--- src/rtl/paced_irq_pkg.sv ---
package paced_irq_pkg;
  localparam int unsigned NUM_DIR = 2;
  localparam int unsigned DIR_RX  = 0;
  localparam int unsigned DIR_TX  = 1;

  typedef enum logic [1:0] {
    CAT_RX   = 2'd0,
    CAT_TX   = 2'd1,
    CAT_THR  = 2'd2,
    CAT_MISC = 2'd3
  } irq_cat_e;
endpackage

--- src/rtl/window_timer.sv ---
module window_timer #(
  parameter int unsigned PRESC_W = 20
) (
  input  logic               clk_i,
  input  logic               rst_ni,
  input  logic [PRESC_W-1:0] tick_cycles_i,
  output logic               tick_o
);
  logic [PRESC_W-1:0] cnt_q;
  logic [PRESC_W:0]   cnt_inc;

  assign cnt_inc = {1'b0, cnt_q} + 1'b1;
  // zero behaves like one: tick every cycle
  assign tick_o  = cnt_inc >= {1'b0, tick_cycles_i};

  always_ff @(posedge clk_i or negedge rst_ni) begin
    if (!rst_ni)     cnt_q <= '0;
    else if (tick_o) cnt_q <= '0;
    else             cnt_q <= cnt_inc[PRESC_W-1:0];
  end

  AST_TICK_SPACING: assert property (@(posedge clk_i) disable iff (!rst_ni)
    (tick_o && tick_cycles_i > 1) |=> (!tick_o || tick_cycles_i <= 1));
endmodule

--- src/rtl/evt_gate.sv ---
module evt_gate #(
  parameter int unsigned W       = 8,
  parameter bit          REG_OUT = 1'b0
) (
  input  logic         clk_i,
  input  logic         rst_ni,
  input  logic [W-1:0] evt_i,
  input  logic [W-1:0] en_i,
  output logic         hit_o,
  output logic         any_en_o
);
  logic hit_c;

  assign hit_c    = |(evt_i & en_i);
  assign any_en_o = |en_i;

  if (REG_OUT) begin : g_reg
    logic hit_q;
    always_ff @(posedge clk_i or negedge rst_ni) begin
      if (!rst_ni) hit_q <= 1'b0;
      else         hit_q <= hit_c;
    end
    assign hit_o = hit_q;

    AST_GATE_OFF: assert property (@(posedge clk_i) disable iff (!rst_ni)
      (en_i == '0) |=> !hit_o);
    AST_GATE_PASS: assert property (@(posedge clk_i) disable iff (!rst_ni)
      ((evt_i & en_i) != '0) |=> hit_o);
  end else begin : g_comb
    assign hit_o = hit_c;
  end
endmodule

--- src/rtl/rate_pacer.sv ---
module rate_pacer #(
  parameter int unsigned CNT_W = 8
) (
  input  logic             clk_i,
  input  logic             rst_ni,
  input  logic             tick_i,
  input  logic             pace_en_i,
  input  logic [CNT_W-1:0] max_i,
  input  logic             evt_i,
  input  logic             any_en_i,
  output logic             irq_o
);
  logic [CNT_W-1:0] cnt_q, cnt_d;
  logic             pend_q, irq_q;
  logic             active, want, allow, fire;

  assign active = pace_en_i && (max_i != '0);
  assign want   = evt_i | pend_q;
  assign allow  = !active || tick_i || (cnt_q < max_i);
  assign fire   = want && allow && any_en_i;

  always_comb begin
    cnt_d = cnt_q;
    if (tick_i)
      cnt_d = (fire && active) ? CNT_W'(1) : '0;
    else if (fire && active && cnt_q != '1)
      cnt_d = cnt_q + 1'b1;
  end

  always_ff @(posedge clk_i or negedge rst_ni) begin
    if (!rst_ni) begin
      cnt_q  <= '0;
      pend_q <= 1'b0;
      irq_q  <= 1'b0;
    end else begin
      cnt_q  <= cnt_d;
      pend_q <= want && !allow && any_en_i;
      irq_q  <= fire;
    end
  end

  assign irq_o = irq_q;

  AST_CAP_HOLD: assert property (@(posedge clk_i) disable iff (!rst_ni)
    (active && !tick_i && cnt_q >= max_i) |=> !irq_o);
  AST_TICK_RELEASE: assert property (@(posedge clk_i) disable iff (!rst_ni)
    (tick_i && pend_q && any_en_i) |=> irq_o);
  AST_DROP_DISABLED: assert property (@(posedge clk_i) disable iff (!rst_ni)
    (!any_en_i) |=> (!pend_q && !irq_o));
  AST_UNPACED_PASS: assert property (@(posedge clk_i) disable iff (!rst_ni)
    (!active && evt_i && any_en_i) |=> irq_o);
endmodule

--- src/rtl/paced_irq_agg.sv ---
module paced_irq_agg
  import paced_irq_pkg::*;
#(
  parameter int unsigned NUM_CH  = 8,
  parameter int unsigned MISC_W  = 4,
  parameter int unsigned CNT_W   = 8,
  parameter int unsigned PRESC_W = 20
) (
  input  logic               clk_i,
  input  logic               rst_ni,
  input  logic [NUM_CH-1:0]  rx_evt_i,
  input  logic [NUM_CH-1:0]  tx_evt_i,
  input  logic [NUM_CH-1:0]  thr_evt_i,
  input  logic [MISC_W-1:0]  misc_evt_i,
  input  logic [NUM_CH-1:0]  rx_en_i,
  input  logic [NUM_CH-1:0]  tx_en_i,
  input  logic [NUM_CH-1:0]  thr_en_i,
  input  logic [MISC_W-1:0]  misc_en_i,
  input  logic               pace_en_i,
  input  logic [CNT_W-1:0]   rx_max_i,
  input  logic [CNT_W-1:0]   tx_max_i,
  input  logic [PRESC_W-1:0] tick_cycles_i,
  output logic               rx_irq_o,
  output logic               tx_irq_o,
  output logic               thr_irq_o,
  output logic               misc_irq_o
);
  logic                tick;
  logic [NUM_CH-1:0]   dir_evt [NUM_DIR];
  logic [NUM_CH-1:0]   dir_en  [NUM_DIR];
  logic [CNT_W-1:0]    dir_max [NUM_DIR];
  logic [NUM_DIR-1:0]  dir_hit, dir_any, dir_irq;
  logic                thr_any, misc_any;

  assign dir_evt[DIR_RX] = rx_evt_i;
  assign dir_evt[DIR_TX] = tx_evt_i;
  assign dir_en[DIR_RX]  = rx_en_i;
  assign dir_en[DIR_TX]  = tx_en_i;
  assign dir_max[DIR_RX] = rx_max_i;
  assign dir_max[DIR_TX] = tx_max_i;

  window_timer #(.PRESC_W(PRESC_W)) u_timer (
    .clk_i, .rst_ni, .tick_cycles_i, .tick_o(tick)
  );

  for (genvar d = 0; d < NUM_DIR; d++) begin : g_dir
    evt_gate #(.W(NUM_CH), .REG_OUT(1'b0)) u_gate (
      .clk_i, .rst_ni,
      .evt_i(dir_evt[d]), .en_i(dir_en[d]),
      .hit_o(dir_hit[d]), .any_en_o(dir_any[d])
    );
    rate_pacer #(.CNT_W(CNT_W)) u_pacer (
      .clk_i, .rst_ni, .tick_i(tick), .pace_en_i,
      .max_i(dir_max[d]), .evt_i(dir_hit[d]), .any_en_i(dir_any[d]),
      .irq_o(dir_irq[d])
    );
  end

  evt_gate #(.W(NUM_CH), .REG_OUT(1'b1)) u_thr (
    .clk_i, .rst_ni, .evt_i(thr_evt_i), .en_i(thr_en_i),
    .hit_o(thr_irq_o), .any_en_o(thr_any)
  );
  evt_gate #(.W(MISC_W), .REG_OUT(1'b1)) u_misc (
    .clk_i, .rst_ni, .evt_i(misc_evt_i), .en_i(misc_en_i),
    .hit_o(misc_irq_o), .any_en_o(misc_any)
  );

  assign rx_irq_o = dir_irq[DIR_RX];
  assign tx_irq_o = dir_irq[DIR_TX];

  AST_RX_MASKED: assert property (@(posedge clk_i) disable iff (!rst_ni)
    (rx_en_i == '0) |=> !rx_irq_o);
  AST_TX_MASKED: assert property (@(posedge clk_i) disable iff (!rst_ni)
    (tx_en_i == '0) |=> !tx_irq_o);
  AST_THR_IDLE: assert property (@(posedge clk_i) disable iff (!rst_ni)
    (!thr_any) |=> !thr_irq_o);
  AST_MISC_IDLE: assert property (@(posedge clk_i) disable iff (!rst_ni)
    (!misc_any) |=> !misc_irq_o);
endmodule

--- config.mk ---
export PLATFORM = sky130hd
export DESIGN_NAME = paced_irq_agg
export DESIGN_NICKNAME = d
export VERILOG_FILES = /design/src/rtl/paced_irq_pkg.sv /design/src/rtl/window_timer.sv /design/src/rtl/evt_gate.sv /design/src/rtl/rate_pacer.sv /design/src/rtl/paced_irq_agg.sv
export SDC_FILE = /design/constraint.sdc
export NUM_CORES = 1
export LEC_CHECK = 0
export ABC_AREA = 1
export BUFFER_PORTS_ARGS = -buffer_cell sky130_fd_sc_hd__buf_2
export CAP_MARGIN = 5
export CORE_ASPECT_RATIO = 0.75
export CORE_UTILIZATION = 45
export CTS_CLUSTER_SIZE = 14
export DETAILED_ROUTE_END_ITERATION = 16
export PLACE_DENSITY = 0.74
export SKIP_LAST_GASP = 1
export SYNTH_ARGS = -nofsm -noshare
export SYNTH_HDL_FRONTEND = slang
export SYNTH_SLANG_ARGS = --single-unit
--- constraint.sdc ---
create_clock -name clk_i -period 7.9 [get_ports clk_i]
set_input_delay 0.395 -clock clk_i [delete_from_list [all_inputs] [get_ports clk_i]]
set_output_delay 0.395 -clock clk_i [all_outputs]
set_load 0.005 [all_outputs]
**Word-level counts from Yosys, hierarchy flattened**

Cells that the tools add are included.
Widths: inputs -> output; s select.

- Register bits: 42
- Input bits: 95
- Output and inout port bits: 4
- Logic and storage cells: 62

- $add $sub $neg: 3
- Order comparisons: 3
- Eq/ne operators: 2
- Muxes and demuxes: 7
- Bitwise operators: 6
- Reduce and logical (&&, ||, !) cells: 32

Operator list:

| kind | number |
|---|---|
| $reduce_or 8->1 | 5 |
| $mux 8 | 4 |
| $and 8x8->8 | 3 |
| $add 20x1->21 const B | 1 |
| $ge 21x20->1 | 1 |
| $mux 20 | 1 |
| $add 8x1->8 const B | 2 |
| $lt 8x8->1 | 2 |
| $ne 8x8->1 const B | 2 |
| $reduce_bool 8->1 | 2 |
| $logic_and 1x1->1 | 14 |
| $and 4x4->4 | 1 |
| $logic_not 1->1 | 4 |
| $logic_or 1x1->1 | 4 |
| $reduce_bool 2->1 | 2 |
| $reduce_or 4->1 | 1 |
| $mux 1 | 2 |
| $or 1x1->1 | 2 |

**Logic depth before layout (Yosys ltp)**

- Word-level depth: 11
- Mapped depth: 22
- Mapped depth without buffers: 22

**By module**

A second synthesis with hierarchy kept.

- Cells, all modules: 578
- Area, all modules: 3912.5 um2

By module, submodules not included:

| module | instances | cells an instance | area an instance (um2) |
|---|---|---|---|
| window_timer | 1 | 256 | 1905.6 |
| rate_pacer | 2 | 124 | 839.6 |
| evt_gate at g_dir[0].u_gate ... | 2 | 20 | 77.6 |
| evt_gate at u_thr | 1 | 21 | 102.6 |
| evt_gate at u_misc | 1 | 13 | 70.1 |

**Worst setup path after synthesis**

OpenSTA, ideal clock, no wires.

- Kind: flip-flop to flip-flop
- From: register u_timer.cnt_q[0]
- To: register g_dir[1].u_pacer.cnt_q[5]
- Library setup time: 0.118 ns
- Arrival time: 2.807 ns
- Slack: 4.975 ns
- Cell stages (with the launch flop): 22
- Period minus slack after synthesis: 2.925 ns
- Cell sequence: dfrtp_1 > ha_1 > nand2_1 > inv_2 > nand3_2 > nor2_4 > nand2_4 > nor2_1 > nand4_1 > xor2_1 > inv_1 > ha_1 > a21o_1 > a21oi_1 > nand2_1 > nor2_2 > nand2_4 > inv_4 > o41ai_4 > buf_6 > nand2_1 > o21ai_2

- Longest elaborated chain between the ends: 9
- Elaborated cells between the ends (all ways): 10

Ends and longest elaborated chain:

| element | RTL line | RTL |
|---|---|---|
| from (decl) | window_timer.sv:9 | `logic [PRESC_W-1:0] cnt_q;` |
| from (signal assigned) | window_timer.sv:19 | `else cnt_q <= cnt_inc[PRESC_W-1:0];` |
| $add 20x1->21 (*) | window_timer.sv:12 | `assign cnt_inc = {1'b0, cnt_q} + 1'b1;` |
| $ge 21x20->1 (*) | window_timer.sv:14 | `assign tick_o = cnt_inc >= {1'b0, tick_cycles_i};` |
| $logic_or 1x1->1 (2 in a row) | rate_pacer.sv:19 | `assign allow = !active \|\| tick_i \|\| (cnt_q < max_i);` |
| $logic_and 1x1->1 (2 in a row) | rate_pacer.sv:20 | `assign fire = want && allow && any_en_i;` |
| $logic_and 1x1->1 (2 in a row) | rate_pacer.sv:26 | `else if (fire && active && cnt_q != '1)` |
| $reduce_bool 2->1 (no source line) | n/a |  |
| to (signal assigned) | rate_pacer.sv:36 | `cnt_q <= cnt_d;` |
| to (decl) | rate_pacer.sv:13 | `logic [CNT_W-1:0] cnt_q, cnt_d;` |

Mark *: on every way between the ends. The rest lies on a longest branch, timed or not.
A chain may end at the register's enable or synchronous reset.

**Worst setup path after layout**

- From: register u_timer.cnt_q[0]
- To: register g_dir[1].u_pacer.cnt_q[0]

- Longest elaborated chain between the ends: 9
- Elaborated cells between the ends (all ways): 11

Ends and longest elaborated chain:

| element | RTL line |
|---|---|
| $add 20x1->21 (*) | window_timer.sv:12 |
| $ge 21x20->1 (*) | window_timer.sv:14 |
| $logic_or 1x1->1 (2 in a row) | rate_pacer.sv:19 |
| $logic_and 1x1->1 (2 in a row) | rate_pacer.sv:20 |
| $logic_and 1x1->1 | rate_pacer.sv:25, rate_pacer.sv:26 |
| $mux 1 or $logic_and 1x1->1 (tied branches) | rate_pacer.sv:25, rate_pacer.sv:26 |
| $mux 8 or $reduce_bool 2->1 (tied branches) | n/a |

Marks and branches as above.

==> reports/results.ini <==
[cts]
cts_buffers = 5
ctsLongestPathBuffers = 2
h-tree-depth = 2
post-cts-setup-buffers = 0
cts.sinks = 42
clk_pin_slew_ps = 80
post_cts_resized = 0
insertion_delay_ps = 290
hold_buffers = 0
cts_root_buffer = clkbuf_8
cts_tree = yes

[place]
place_ws_ps = 4349
place_area_sq_mm = 0.004071
numPortBuffers = 98
gp_congestion = 0.8809
dp_cells = 690
dp.final_hpwl_um = 6455

[timing]
min_period_ps = 3543
tns_ps = 0
tightest_slew_ps = 929.9
finalCritPeriodShare_pct = 44.84
slew_headroom_pct = 38.01
skew_ps = 3.882
finalMaxSlewViolations = 0
setup_viol = 0
rsz0062_at_grt = false
fin_ws_ps = 4357
hold_viol_final = 0
fmax_mhz = 282.3

[critical_path]
cp.required_ps = 8090
critPathArrivalTime_ps = 3730
critPathMaxFanout = 36
worstSetupStartpointType = flop
end_kind = flop
path_class = reg -> reg

[global_routing]
antenna_found_initial = 0
gr-total-overflow = 0
grt_pass1_wl_um = 13570
grt_usage_pct = 20.28
grt_pass1_vias = 3307
grt_start_max_net_pins = 43

[route]
drc_errors = 0
avgRoutedWirePerCell_um = 11.20
wl_um = 7818
num_vias = 3416
dr.pass1.iters = 5
vias_per_cell = 4.894
postRouteAntennaNets = 0
drt_iter0_drc = 170

[floorplanning]
die_area_sq_mm = 0.008120
initial_utilization_pct = 46.99
ioPinCount = 99
core_sq_mm = 0.007432
rows = 27
die_y_um = 78.29
die_w_um = 103.7

[power_and_ir_drop]
vdd_ir_drop_max_uv = 81.50
p_int_uw = 437.5
p_comb_share_pct = 33.2
p_per_area_mw_per_mm2 = 160.5
p_sw_share_pct = 34.82
power.switching_uw = 233.7
total_power_uw = 671.1
leakage_nw = 2.429
p_seq_share_pct = 41.7
p_clk_share_pct = 25.1

[synth]
synth_xor_area_share_pct = 5.518
yosys.area_share.adder_pct = 13.26
synthDistinctLibCells = 34
synth.avg_cell_area_sq_um = 7.041
synth_area_sq_mm = 0.003492
yosys_warnings = 0
synth_top_family_by_area = simple AND/OR/NAND/NOR gates
synth.area.top_cells = dfrtp_1, ha_1, nand2_1, inv_1, nor2_1
synth-compound-area-share_pct = 8.886
yosysMostFrequentCell = nand2_1
synth_commonest_cells = nand2_1, inv_1, nor2_1, dfrtp_1, ha_1
synth-async-reset-ratio_pct = 100.0
yosysTopAreaCell = dfrtp_1
ys_seq_area_share_pct = 30.10
yosys.area_share.simple_pct = 30.13
synth_edf_count = 0
synth_seq_cells = 42
syn_inst = 496
synthMuxAreaShare_pct = 0
synth_top_area_share_pct = 30.10
syn-num-nets = 628
ys.flop_type = dfrtp_1

[layout]
final_cells = 698
nets = 728
syn_to_final_growth_pct = 19.74
drive_gt1_share_pct = 20.94
final_area_sq_mm = 0.004182
antennaDiodeCount = 0

[hold_path]
min_path_type = in -> async

[run_status]
status = finished clean

[job]
max_cap_violations = 0

[sequential cells by signal, summed over array words and instances, names as in the netlist]
register / cells
g_dir.u_pacer.irq_o: 2
u_thr.hit_o: 1
u_timer.cnt_q: 20
g_dir.u_pacer.cnt_q: 16
u_misc.hit_o: 1
g_dir.u_pacer.pend_q: 2
[final timing paths]
kind	slack, ps	endpoint	cells past startpoint	startpoint
max	4360	g_dir[1].u_pacer.cnt_q[0]$_DFFE_PN0P_	20	u_timer.cnt_q[0]$_DFF_PN0_
min	240	g_dir[1].u_pacer.cnt_q[0]$_DFFE_PN0P_	1	rst_ni
max in group asynchronous	7080	g_dir[0].u_pacer.cnt_q[5]$_DFFE_PN0P_	1	rst_ni
min reg2reg	500	u_timer.cnt_q[0]$_DFF_PN0_	1	u_timer.cnt_q[0]$_DFF_PN0_
max reg2reg	4360	g_dir[1].u_pacer.cnt_q[0]$_DFFE_PN0P_	20	u_timer.cnt_q[0]$_DFF_PN0_
min in group clk_i	320	u_thr.hit_o$_DFF_PN0_	3	thr_en_i[7]
[area by class of cell]
type	count	area, sq um
sequential	42	1051
timing repair buffer	98	490.5
inverter	102	385.4
clock inverter	2	37.54
tap	101	126.4
clock buffer	6	72.57
multi-input combinational	347	2018
fill	712	3251
[worst max-delay path, cell delays in order (launching register included)]
cell and delay, ps:
dfrtp_1 390, ha_1 190, nand2_1 80, inv_2 70, nand3_2 100, nor2_4 160, nand2_4 80, nor2_1 160
nand4_1 120, xor2_1 200, inv_1 60, ha_1 290, and3_1 180, nor3b_1 290, nand2_2 130, nand2_4 340
inv_4 110, o41ai_4 170, inv_1 140, nand2_1 100, nand2_1 50
[cell usage in the layout, fill, tap and decap left out, types with 3 or more instances in the layout]
cell / netlist / routed
nor3_1: 13 / 13
nand3b_1: 3 / 3
inv_1: 99 / 99
xor2_1: 17 / 17
nand4_1: 10 / 10
nand2_1: 114 / 114
nor2_1: 72 / 72
o21ai_0: 3 / 3
buf_2: 3 / 98
o21ai_2: 4 / 4
nand3_1: 19 / 19
dfrtp_1: 42 / 42
xnor2_1: 5 / 5
clkbuf_8: 0 / 5
o21ai_1: 8 / 8
o21a_1: 3 / 3
a21oi_1: 16 / 16
nor2_2: 3 / 3
ha_1: 37 / 37
[metrics by stage]
stage / util [%] / hold WS (ps)
global placement: 54.78 / 474.4
finish: 56.26 / 237.8
detailed placement: 54.78 / 491.1
floorplan: - / 99.41
global route: 56.26 / 310.8
CTS: 56.26 / 276.4
[cell families after synthesis]
logic type      count (synthesis)
flops                          42
compound gates                 44
xor+xnor                       22
buf+inv                       107
fa+ha+maj                      37
simple gates                  244
[layer usage]
layer | wire (um) | track usage, % | up-vias
met4 | 121 | 5.429 | 0
li1 | - | - | 1753
met1 | 3584 | 25.14 | 1541
met5 | 0 | 0 | -
met3 | 435 | 4.236 | 10
met2 | 3677 | 36.04 | 112
[power groups by stage]
| stage | sequential [mW] | clock, mW | combinational (mW) |
|---|---|---|---|
| global placement | 0.281 | 0 | 0.212 |
| global route | 0.284 | 0.183 | 0.263 |
| CTS | 0.279 | 0.174 | 0.224 |
| finish | 0.280 | 0.169 | 0.223 |
| detailed placement | 0.283 | 0 | 0.222 |
| floorplan | 0.273 | 0 | 0.159 |
Note: power is estimated with default switching activity, not from simulation.
